File: src/rtl/brdmode_pkg.sv
package brdmode_pkg;

    typedef enum logic {
        MODE_SYS = 1'b0,
        MODE_RUN = 1'b1
    } mode_e;

    typedef struct packed {
        mode_e mode;
        logic  halt_req;
    } fsm_state_t;

endpackage

File: src/rtl/brdmode_glb_pipe.sv
module brdmode_glb_pipe #(
    parameter int          STAGES  = 1,
    parameter int          W       = 2,
    parameter logic [W-1:0] RST_VAL = '0
) (
    input  logic         clk,
    input  logic         rst_n,
    input  logic [W-1:0] d_i,
    output logic [W-1:0] q_o
);

    generate
        if (STAGES == 0) begin : g_bypass
            assign q_o = d_i;
        end else begin : g_regs
            logic [STAGES-1:0][W-1:0] stage_d;
            logic [STAGES-1:0][W-1:0] stage_q;

            always_comb begin
                stage_d[0] = d_i;
                for (int i = 1; i < STAGES; i++) begin
                    stage_d[i] = stage_q[i-1];
                end
            end

            always_ff @(posedge clk) begin
                if (!rst_n) begin
                    for (int i = 0; i < STAGES; i++) begin
                        stage_q[i] <= RST_VAL;
                    end
                end else begin
                    stage_q <= stage_d;
                end
            end

            assign q_o = stage_q[STAGES-1];

            AST_PIPE_SHIFT: assert property (@(posedge clk) disable iff (!rst_n)
                1'b1 |=> (stage_q[0] == $past(d_i)))
                else $error("first stage did not capture input");
        end
    endgenerate

endmodule

File: src/rtl/brdmode_exc_mask.sv
module brdmode_exc_mask #(
    parameter int NUM_EXC = 8
) (
    input  logic               clk,
    input  logic               rst_n,
    input  logic               run_i,
    input  logic               wr_i,
    input  logic [NUM_EXC-1:0] wdata_i,
    input  logic [NUM_EXC-1:0] exc_i,
    output logic               unmasked_o
);

    logic [NUM_EXC-1:0] mask_d;
    logic [NUM_EXC-1:0] mask_q;

    always_comb begin
        mask_d = mask_q;
        if (wr_i && !run_i) begin
            mask_d = wdata_i;
        end
    end

    always_ff @(posedge clk) begin
        if (!rst_n) begin
            mask_q <= '0;
        end else begin
            mask_q <= mask_d;
        end
    end

    assign unmasked_o = |(exc_i & ~mask_q);

    AST_MASK_FROZEN_IN_RUN: assert property (@(posedge clk) disable iff (!rst_n)
        run_i |=> $stable(mask_q))
        else $error("mask changed in run mode");

    AST_MASK_LOAD_IN_SYS: assert property (@(posedge clk) disable iff (!rst_n)
        (wr_i && !run_i) |=> (mask_q == $past(wdata_i)))
        else $error("mask write lost in system mode");

endmodule

File: src/rtl/brdmode_fsm.sv
module brdmode_fsm
    import brdmode_pkg::*;
(
    input  logic clk,
    input  logic rst_n,
    input  logic glb_halt_s_i,
    input  logic halt_instr_i,
    input  logic exc_unmasked_i,
    input  logic host_stop_i,
    output logic run_o,
    output logic halt_req_o
);

    fsm_state_t st_d;
    fsm_state_t st_q;
    logic       local_evt;

    assign local_evt = halt_instr_i | exc_unmasked_i | host_stop_i;

    always_comb begin
        st_d = st_q;
        unique case (st_q.mode)
            MODE_SYS: begin
                st_d.halt_req = 1'b0;
                if (!glb_halt_s_i) begin
                    st_d.mode = MODE_RUN;
                end
            end
            MODE_RUN: begin
                if (glb_halt_s_i) begin
                    st_d.mode     = MODE_SYS;
                    st_d.halt_req = 1'b0;
                end else begin
                    st_d.halt_req = st_q.halt_req | local_evt;
                end
            end
            default: st_d = '{mode: MODE_SYS, halt_req: 1'b0};
        endcase
    end

    always_ff @(posedge clk) begin
        if (!rst_n) begin
            st_q <= '{mode: MODE_SYS, halt_req: 1'b0};
        end else begin
            st_q <= st_d;
        end
    end

    assign run_o      = (st_q.mode == MODE_RUN);
    assign halt_req_o = st_q.halt_req;

    AST_RUN_EXIT: assert property (@(posedge clk) disable iff (!rst_n)
        (run_o && glb_halt_s_i) |=> !run_o)
        else $error("run mode survived global halt");

    AST_SYS_EXIT: assert property (@(posedge clk) disable iff (!rst_n)
        (!run_o && !glb_halt_s_i) |=> run_o)
        else $error("system mode survived halt release");

    AST_EVT_RAISES_REQ: assert property (@(posedge clk) disable iff (!rst_n)
        (run_o && !glb_halt_s_i && halt_instr_i) |=> halt_req_o)
        else $error("halt instruction did not raise request");

    AST_REQ_STICKY: assert property (@(posedge clk) disable iff (!rst_n)
        (run_o && !glb_halt_s_i && halt_req_o) |=> halt_req_o)
        else $error("halt request dropped in run mode");

    AST_NO_REQ_IN_SYS: assert property (@(posedge clk) disable iff (!rst_n)
        !run_o |-> !halt_req_o)
        else $error("halt request seen in system mode");

endmodule

File: src/rtl/brdmode_ctrl.sv
module brdmode_ctrl #(
    parameter int GLB_STAGES = 1,
    parameter int NUM_EXC    = 8
) (
    input  logic               clk,
    input  logic               rst_n,
    input  logic               glb_halt_i,
    input  logic               glb_cond_i,
    input  logic               halt_instr_i,
    input  logic [NUM_EXC-1:0] exc_i,
    input  logic               mask_wr_i,
    input  logic [NUM_EXC-1:0] mask_wdata_i,
    input  logic               host_req_i,
    input  logic               host_stop_i,
    input  logic               branch_req_i,
    output logic               seq_run_o,
    output logic               host_grant_o,
    output logic               host_deny_o,
    output logic               halt_req_o,
    output logic               branch_take_o
);

    localparam int GLB_W = 2;
    localparam logic [GLB_W-1:0] GLB_RST = 2'b10;

    logic [GLB_W-1:0] glb_s;
    logic             glb_halt_s;
    logic             glb_cond_s;
    logic             exc_hit;
    logic             run;

    brdmode_glb_pipe #(
        .STAGES (GLB_STAGES),
        .W      (GLB_W),
        .RST_VAL(GLB_RST)
    ) u_glb_pipe (
        .clk  (clk),
        .rst_n(rst_n),
        .d_i  ({glb_halt_i, glb_cond_i}),
        .q_o  (glb_s)
    );

    assign glb_halt_s = glb_s[1];
    assign glb_cond_s = glb_s[0];

    brdmode_exc_mask #(
        .NUM_EXC(NUM_EXC)
    ) u_exc_mask (
        .clk       (clk),
        .rst_n     (rst_n),
        .run_i     (run),
        .wr_i      (mask_wr_i),
        .wdata_i   (mask_wdata_i),
        .exc_i     (exc_i),
        .unmasked_o(exc_hit)
    );

    brdmode_fsm u_fsm (
        .clk           (clk),
        .rst_n         (rst_n),
        .glb_halt_s_i  (glb_halt_s),
        .halt_instr_i  (halt_instr_i),
        .exc_unmasked_i(exc_hit),
        .host_stop_i   (host_stop_i),
        .run_o         (run),
        .halt_req_o    (halt_req_o)
    );

    always_comb begin
        seq_run_o     = run;
        host_grant_o  = host_req_i & ~run;
        host_deny_o   = host_req_i & run;
        branch_take_o = branch_req_i & run & glb_cond_s;
    end

    AST_HOST_LOCKOUT: assert property (@(posedge clk) disable iff (!rst_n)
        host_grant_o |-> !halt_req_o)
        else $error("host granted while halt pending");

    AST_BRANCH_RUN_ONLY: assert property (@(posedge clk) disable iff (!rst_n)
        branch_take_o |-> (seq_run_o && !host_grant_o))
        else $error("branch taken outside run mode");

endmodule

File: config.mk
export PLATFORM = sky130hd
export DESIGN_NAME = brdmode_ctrl
export DESIGN_NICKNAME = d
export VERILOG_FILES = /design/src/rtl/brdmode_pkg.sv /design/src/rtl/brdmode_glb_pipe.sv /design/src/rtl/brdmode_exc_mask.sv /design/src/rtl/brdmode_fsm.sv /design/src/rtl/brdmode_ctrl.sv
export SDC_FILE = /design/constraint.sdc
export NUM_CORES = 1
export LEC_CHECK = 0
export ABC_AREA = 1
export BUFFER_PORTS_ARGS = -buffer_cell sky130_fd_sc_hd__clkbuf_2
export CAP_MARGIN = 20
export CORE_MARGIN = 1.5
export CORE_UTILIZATION = 40
export CTS_BUF_LIST = sky130_fd_sc_hd__clkbuf_4 sky130_fd_sc_hd__clkbuf_8 sky130_fd_sc_hd__clkbuf_16
export DETAILED_ROUTE_END_ITERATION = 7
export GPL_ROUTABILITY_DRIVEN = 0
export MAX_ROUTING_LAYER = met4
export PLACE_DENSITY = 0.75
export SLEW_MARGIN = 20
export SYNTH_ARGS = -nofsm -noshare
export SYNTH_HDL_FRONTEND = slang
export SYNTH_HIERARCHICAL = 1
export SYNTH_SLANG_ARGS = --single-unit
File: constraint.sdc
create_clock -name clk -period 1.15 [get_ports clk]
set_input_delay 0.0575 -clock clk [delete_from_list [all_inputs] [get_ports clk]]
set_output_delay 0.0575 -clock clk [all_outputs]
set_load 0.02 [all_outputs]
# Yosys cells after proc, flatten, opt, wreduce, memory -nomap -nowiden
# Cells that the tools add are included.
dict set report classes {
  n_mux 3
  n_bitwise 10
  n_reduce_logical 3
}
# op count
set op_table {}
lappend op_table {{$and 8x8->8} 1}
lappend op_table {{$not 8->8} 1}
lappend op_table {{$reduce_or 8->1} 1}
lappend op_table {{$and 1x1->1} 4}
lappend op_table {{$pmux 2 s2} 1}
lappend op_table {{$or 1x1->1} 3}
lappend op_table {{$mux 1} 2}
lappend op_table {{$logic_and 1x1->1} 1}
lappend op_table {{$logic_not 1->1} 1}
lappend op_table {{$not 1->1} 1}
dict set report word_totals {
  ff_bits 12
  in_bits 25
  word_cells 20
}

# Longest topological paths before layout
dict set report depth {
  depth_word 8
  ltp_mapped 9
  ltp_nobuf 9
}

# Hierarchy
# The synthesis kept the hierarchy.
# mod n_inst cells_per_inst area_per_inst_um2 seq_area_each_um2
set by_module_without_submodules {}
lappend by_module_without_submodules {brdmode_exc_mask 1 58 365.4 160.2}
lappend by_module_without_submodules {brdmode_fsm 1 11 76.3 40.0}
lappend by_module_without_submodules {brdmode_glb_pipe 1 6 55.1 40.0}
lappend by_module_without_submodules {brdmode_ctrl 1 7 26.3 0.0}

# Worst setup path before layout
# Ideal clock, no wire load.
dict set report synth_timing {
  kind {reg2reg}
  start {register u_fsm.st_q (netlist bit u_fsm/run_o)}
  end {register u_exc_mask.mask_q[0]}
  setup_time_ns 0.116
  arrival_time_ns 0.839
  required_time_ns 1.034
  setup_slack_ns 0.196
  path_stages_with_launch 6
  synth_period_minus_slack_ns 0.954
  cell_sequence {dfxtp_1 inv_2 nand2_4 inv_2 nor2_1 nor2_1}
}
dict set report synth_via {
  elab_chain_len 2
}
# item line
set synth_lines {}
lappend synth_lines {{start, declared} brdmode_fsm.sv:15} ;# fsm_state_t st_q;
lappend synth_lines {{start signal, assigned} brdmode_fsm.sv:43} ;# st_q <= '{mode: MODE_SYS, halt_req: 1'b0};
lappend synth_lines {{start signal, assigned} brdmode_fsm.sv:45} ;# st_q <= st_d;
lappend synth_lines {{$logic_not 1->1} brdmode_exc_mask.sv:18} ;# if (wr_i && !run_i) begin
lappend synth_lines {{$logic_and 1x1->1} brdmode_exc_mask.sv:18}
lappend synth_lines {{end signal, assigned} brdmode_exc_mask.sv:27} ;# mask_q <= mask_d;
lappend synth_lines {{end, declared} brdmode_exc_mask.sv:14} ;# logic [NUM_EXC-1:0] mask_q;
# Every way passes these cells.
# A chain may end at the register's enable or synchronous reset.

# Worst setup path after layout
dict set report layout_timing {
  start {register u_fsm.st_q (netlist bit u_fsm/run_o)}
  end {output branch_take_o}
}
dict set report layout_via {
  elab_chain_len 2
}
# item line
set layout_lines {}
lappend layout_lines {{$and 1x1->1 (2 in a row)} brdmode_ctrl.sv:73} ;# branch_take_o = branch_req_i & run & glb_cond_s;
lappend layout_lines {{end, declared} brdmode_ctrl.sv:20} ;# output logic branch_take_o
# Every way passes these cells.

==> impl_results.md <==
* Grt total ovfl at 0
* Worst-Skew Late Latency at 0.26 ns
* Final WL at 1.024 mm
* Area Growth Syn to Fin at 41.87%
* Post-synthesis instance total at 82
* Drt first pass iters at 4
* HP Class: in -> reg
* Post-route ant nets at 0
* Largest net degree at the start of global routing at 13
* Unrepaired setup endpoints after global routing: no
* Synth warn at 6
* Synth unique cells at 8
* Die W at 39.16 microns
* PostCTS Resize Cnt at 0
* Die footprint at 1534 sq um
* Cells along the critical path: nand2_1 -> nor2_1 -> clkbuf_2
* Syn nets at 107
* Crit-path max cell delay at 0.42 ns
* DRC Markers at 0
* Root Driver: clkbuf_4
* Seq/Total Area, Yosys at 0.4593
* Slowest cell on the critical path: dfxtp_1
* CP endpoint kind: output pin
* Tot GR Track Use at 0.1658
* Switching power at 0.2216 mW
* Layout fillers at 117
* P_leak at 0.4299 nW
* ANT cells at 0
* Worst Path Arrival at 1.00 ns
* Starting Density at 0.4524
* Vias per inst at 4.313
* Hpwl dp at 800.9 microns
* Switching Fraction at 0.2402
* IO Pins at 30
* Max-slew violations at 0
* Final period util at 0.9223
* First DRT Iteration DRCs at 8
* Htree depth at 1
* Register bit total from synthesis at 12
* Clock power share at 0.358
* Share of post-route cells with drive strength above 1 at 0.3162
* Power Total at 0.9228 mW
* Vias at 565
* Max cap viols at 0
* First-pass GRT wire length at 1.628 mm
* Syn Area/Cell at 6.378 sq um
* Gate power share at 0.149
* Clock transition at path regs at 0.08 ns
* Tightest Pin Transition at 0.1927 ns
* Worst Path Max Fanout at 6
* Clock skew at 0.004885 ns
* Most frequent cells in the layout: clkbuf_2, nor2_1, nand2_1
* PwrDens at 1244 nW/um^2
* Maximum vdd ir drop at 0.0006631 V
* Initial antenna violation count at 0
* Critical setup path kind: reg -> out
* Status: completed
* Int Pwr at 0.7012 mW
* Most common library cell in the layout ignoring fill and taps: clkbuf_2
* Relative slew margins at 0.8702
* Total CTS buffers at 3
* Setup violators final at 0
* Nets at 143
* Core box area at 1156 sq um
* CTS Sinks at 12
* Final design utilization at 0.6418
* Reg power frac at 0.493
* Peak Freq at 942.8 MHz
* Synth Cell Area at 523.0 sq um
* Final setup TNS at 0 ns
* Avg WL per Cell at 7.817 microns
* Crit path required time at 1.09 ns
* Final hold violation count at 0
* Max clock buf depth at 2
* Rows at 12
* Port bufs at 29
* CTS tree: yes
* Vias in the first global route at 426
* Die Ht at 39.16 microns
* Crit path time final at 1.061 ns
* CP Launch Type: flop
final cells by class:
class,instances,area [sq um],share of cell area
repair buffers,31,165.2,0.2226
well taps,14,17.52,0.02361
clock buffers,4,36.28,0.04890
inverters,17,63.81,0.08600
multi-input cells,53,219.0,0.2951
flip-flops and latches,12,240.2,0.3238
registers in the layout (all words and copies together) (netlist names):
| register | count |
|---|---|
| u_fsm/halt_req_o | 1 |
| u_exc_mask/mask_q | 8 |
| u_glb_pipe/q_o | 2 |
| u_fsm/run_o | 1 |
through the flow:
stage          instances  setup WS (ns)  hold slack (ns)  area (sq um)
2_1_floorplan         82         0.1955           0.1262         523.0
3_3_place_gp         125         0.2059           0.2322         685.7
3_5_place_dp         125         0.1951           0.2316         685.7
4_1_cts              131        0.06784          0.03987         742.0
5_1_grt              131        0.02017          0.04720         742.0
6_report             131        0.08936          0.04257         742.0
Yosys cell counts, drive strengths merged:
library cell,count,area share
o21ai,8,0.077
nand2,21,0.17
inv,17,0.12
dfxtp,12,0.46
nor2,24,0.18
worst max-delay path, delay by kind of cell (launching register included):
kind	cells	cell delay [ns]
simple gates	2	0.15
flops	1	0.42
buf+inv	1	0.17
path summary, 6_finish.rpt:
kind / end / depth (start not counted) / start / slack [ns]
worst max-delay path: branch_take_o / 3 / u_fsm/run_o / 0.09
worst min-delay path: u_fsm/halt_req_o / 5 / halt_instr_i / 0.04
worst max register to register: u_fsm/halt_req_o / 9 / u_exc_mask/mask_q[2] / 0.21
worst min register to register: u_fsm/run_o / 1 / u_glb_pipe/q_o[1] / 0.43
kinds of logic (layout without fill, tap and decap cells):
group	after synthesis	count (layout)	synth area share
buf+inv	17	52	0.1220
compound gates	8	8	0.07656
simple gates	45	45	0.3421
flops	12	12	0.4593
per-layer routing:
| metal | wire, microns | up-vias | global-route usage | part of all wire |
|---|---|---|---|---|
| met5 | 0 | - | - | 0 |
| met4 | 14 | 0 | 0.07759 | 0.014 |
| met3 | 71 | 2 | 0.03468 | 0.069 |
| met2 | 528 | 21 | 0.2750 | 0.52 |
| met1 | 411 | 234 | 0.1895 | 0.40 |
| li1 | - | 308 | - | - |
power by group through the flow:
stage                     Sequential (mW)  Clock [mW]  Combinational (mW)
after floorplan                     0.465           0              0.0716
after global placement              0.464           0               0.130
after detailed placement            0.466           0               0.134
after CTS                           0.456       0.340               0.140
after global routing                0.460       0.372               0.159
final                               0.455       0.330               0.138
what timing repair did:
item,CTS,global route
buffers inserted,0,0
hold buffers,2,0
endpoints found under the hold margin,2,0
(Power assumes the default switching activity.)
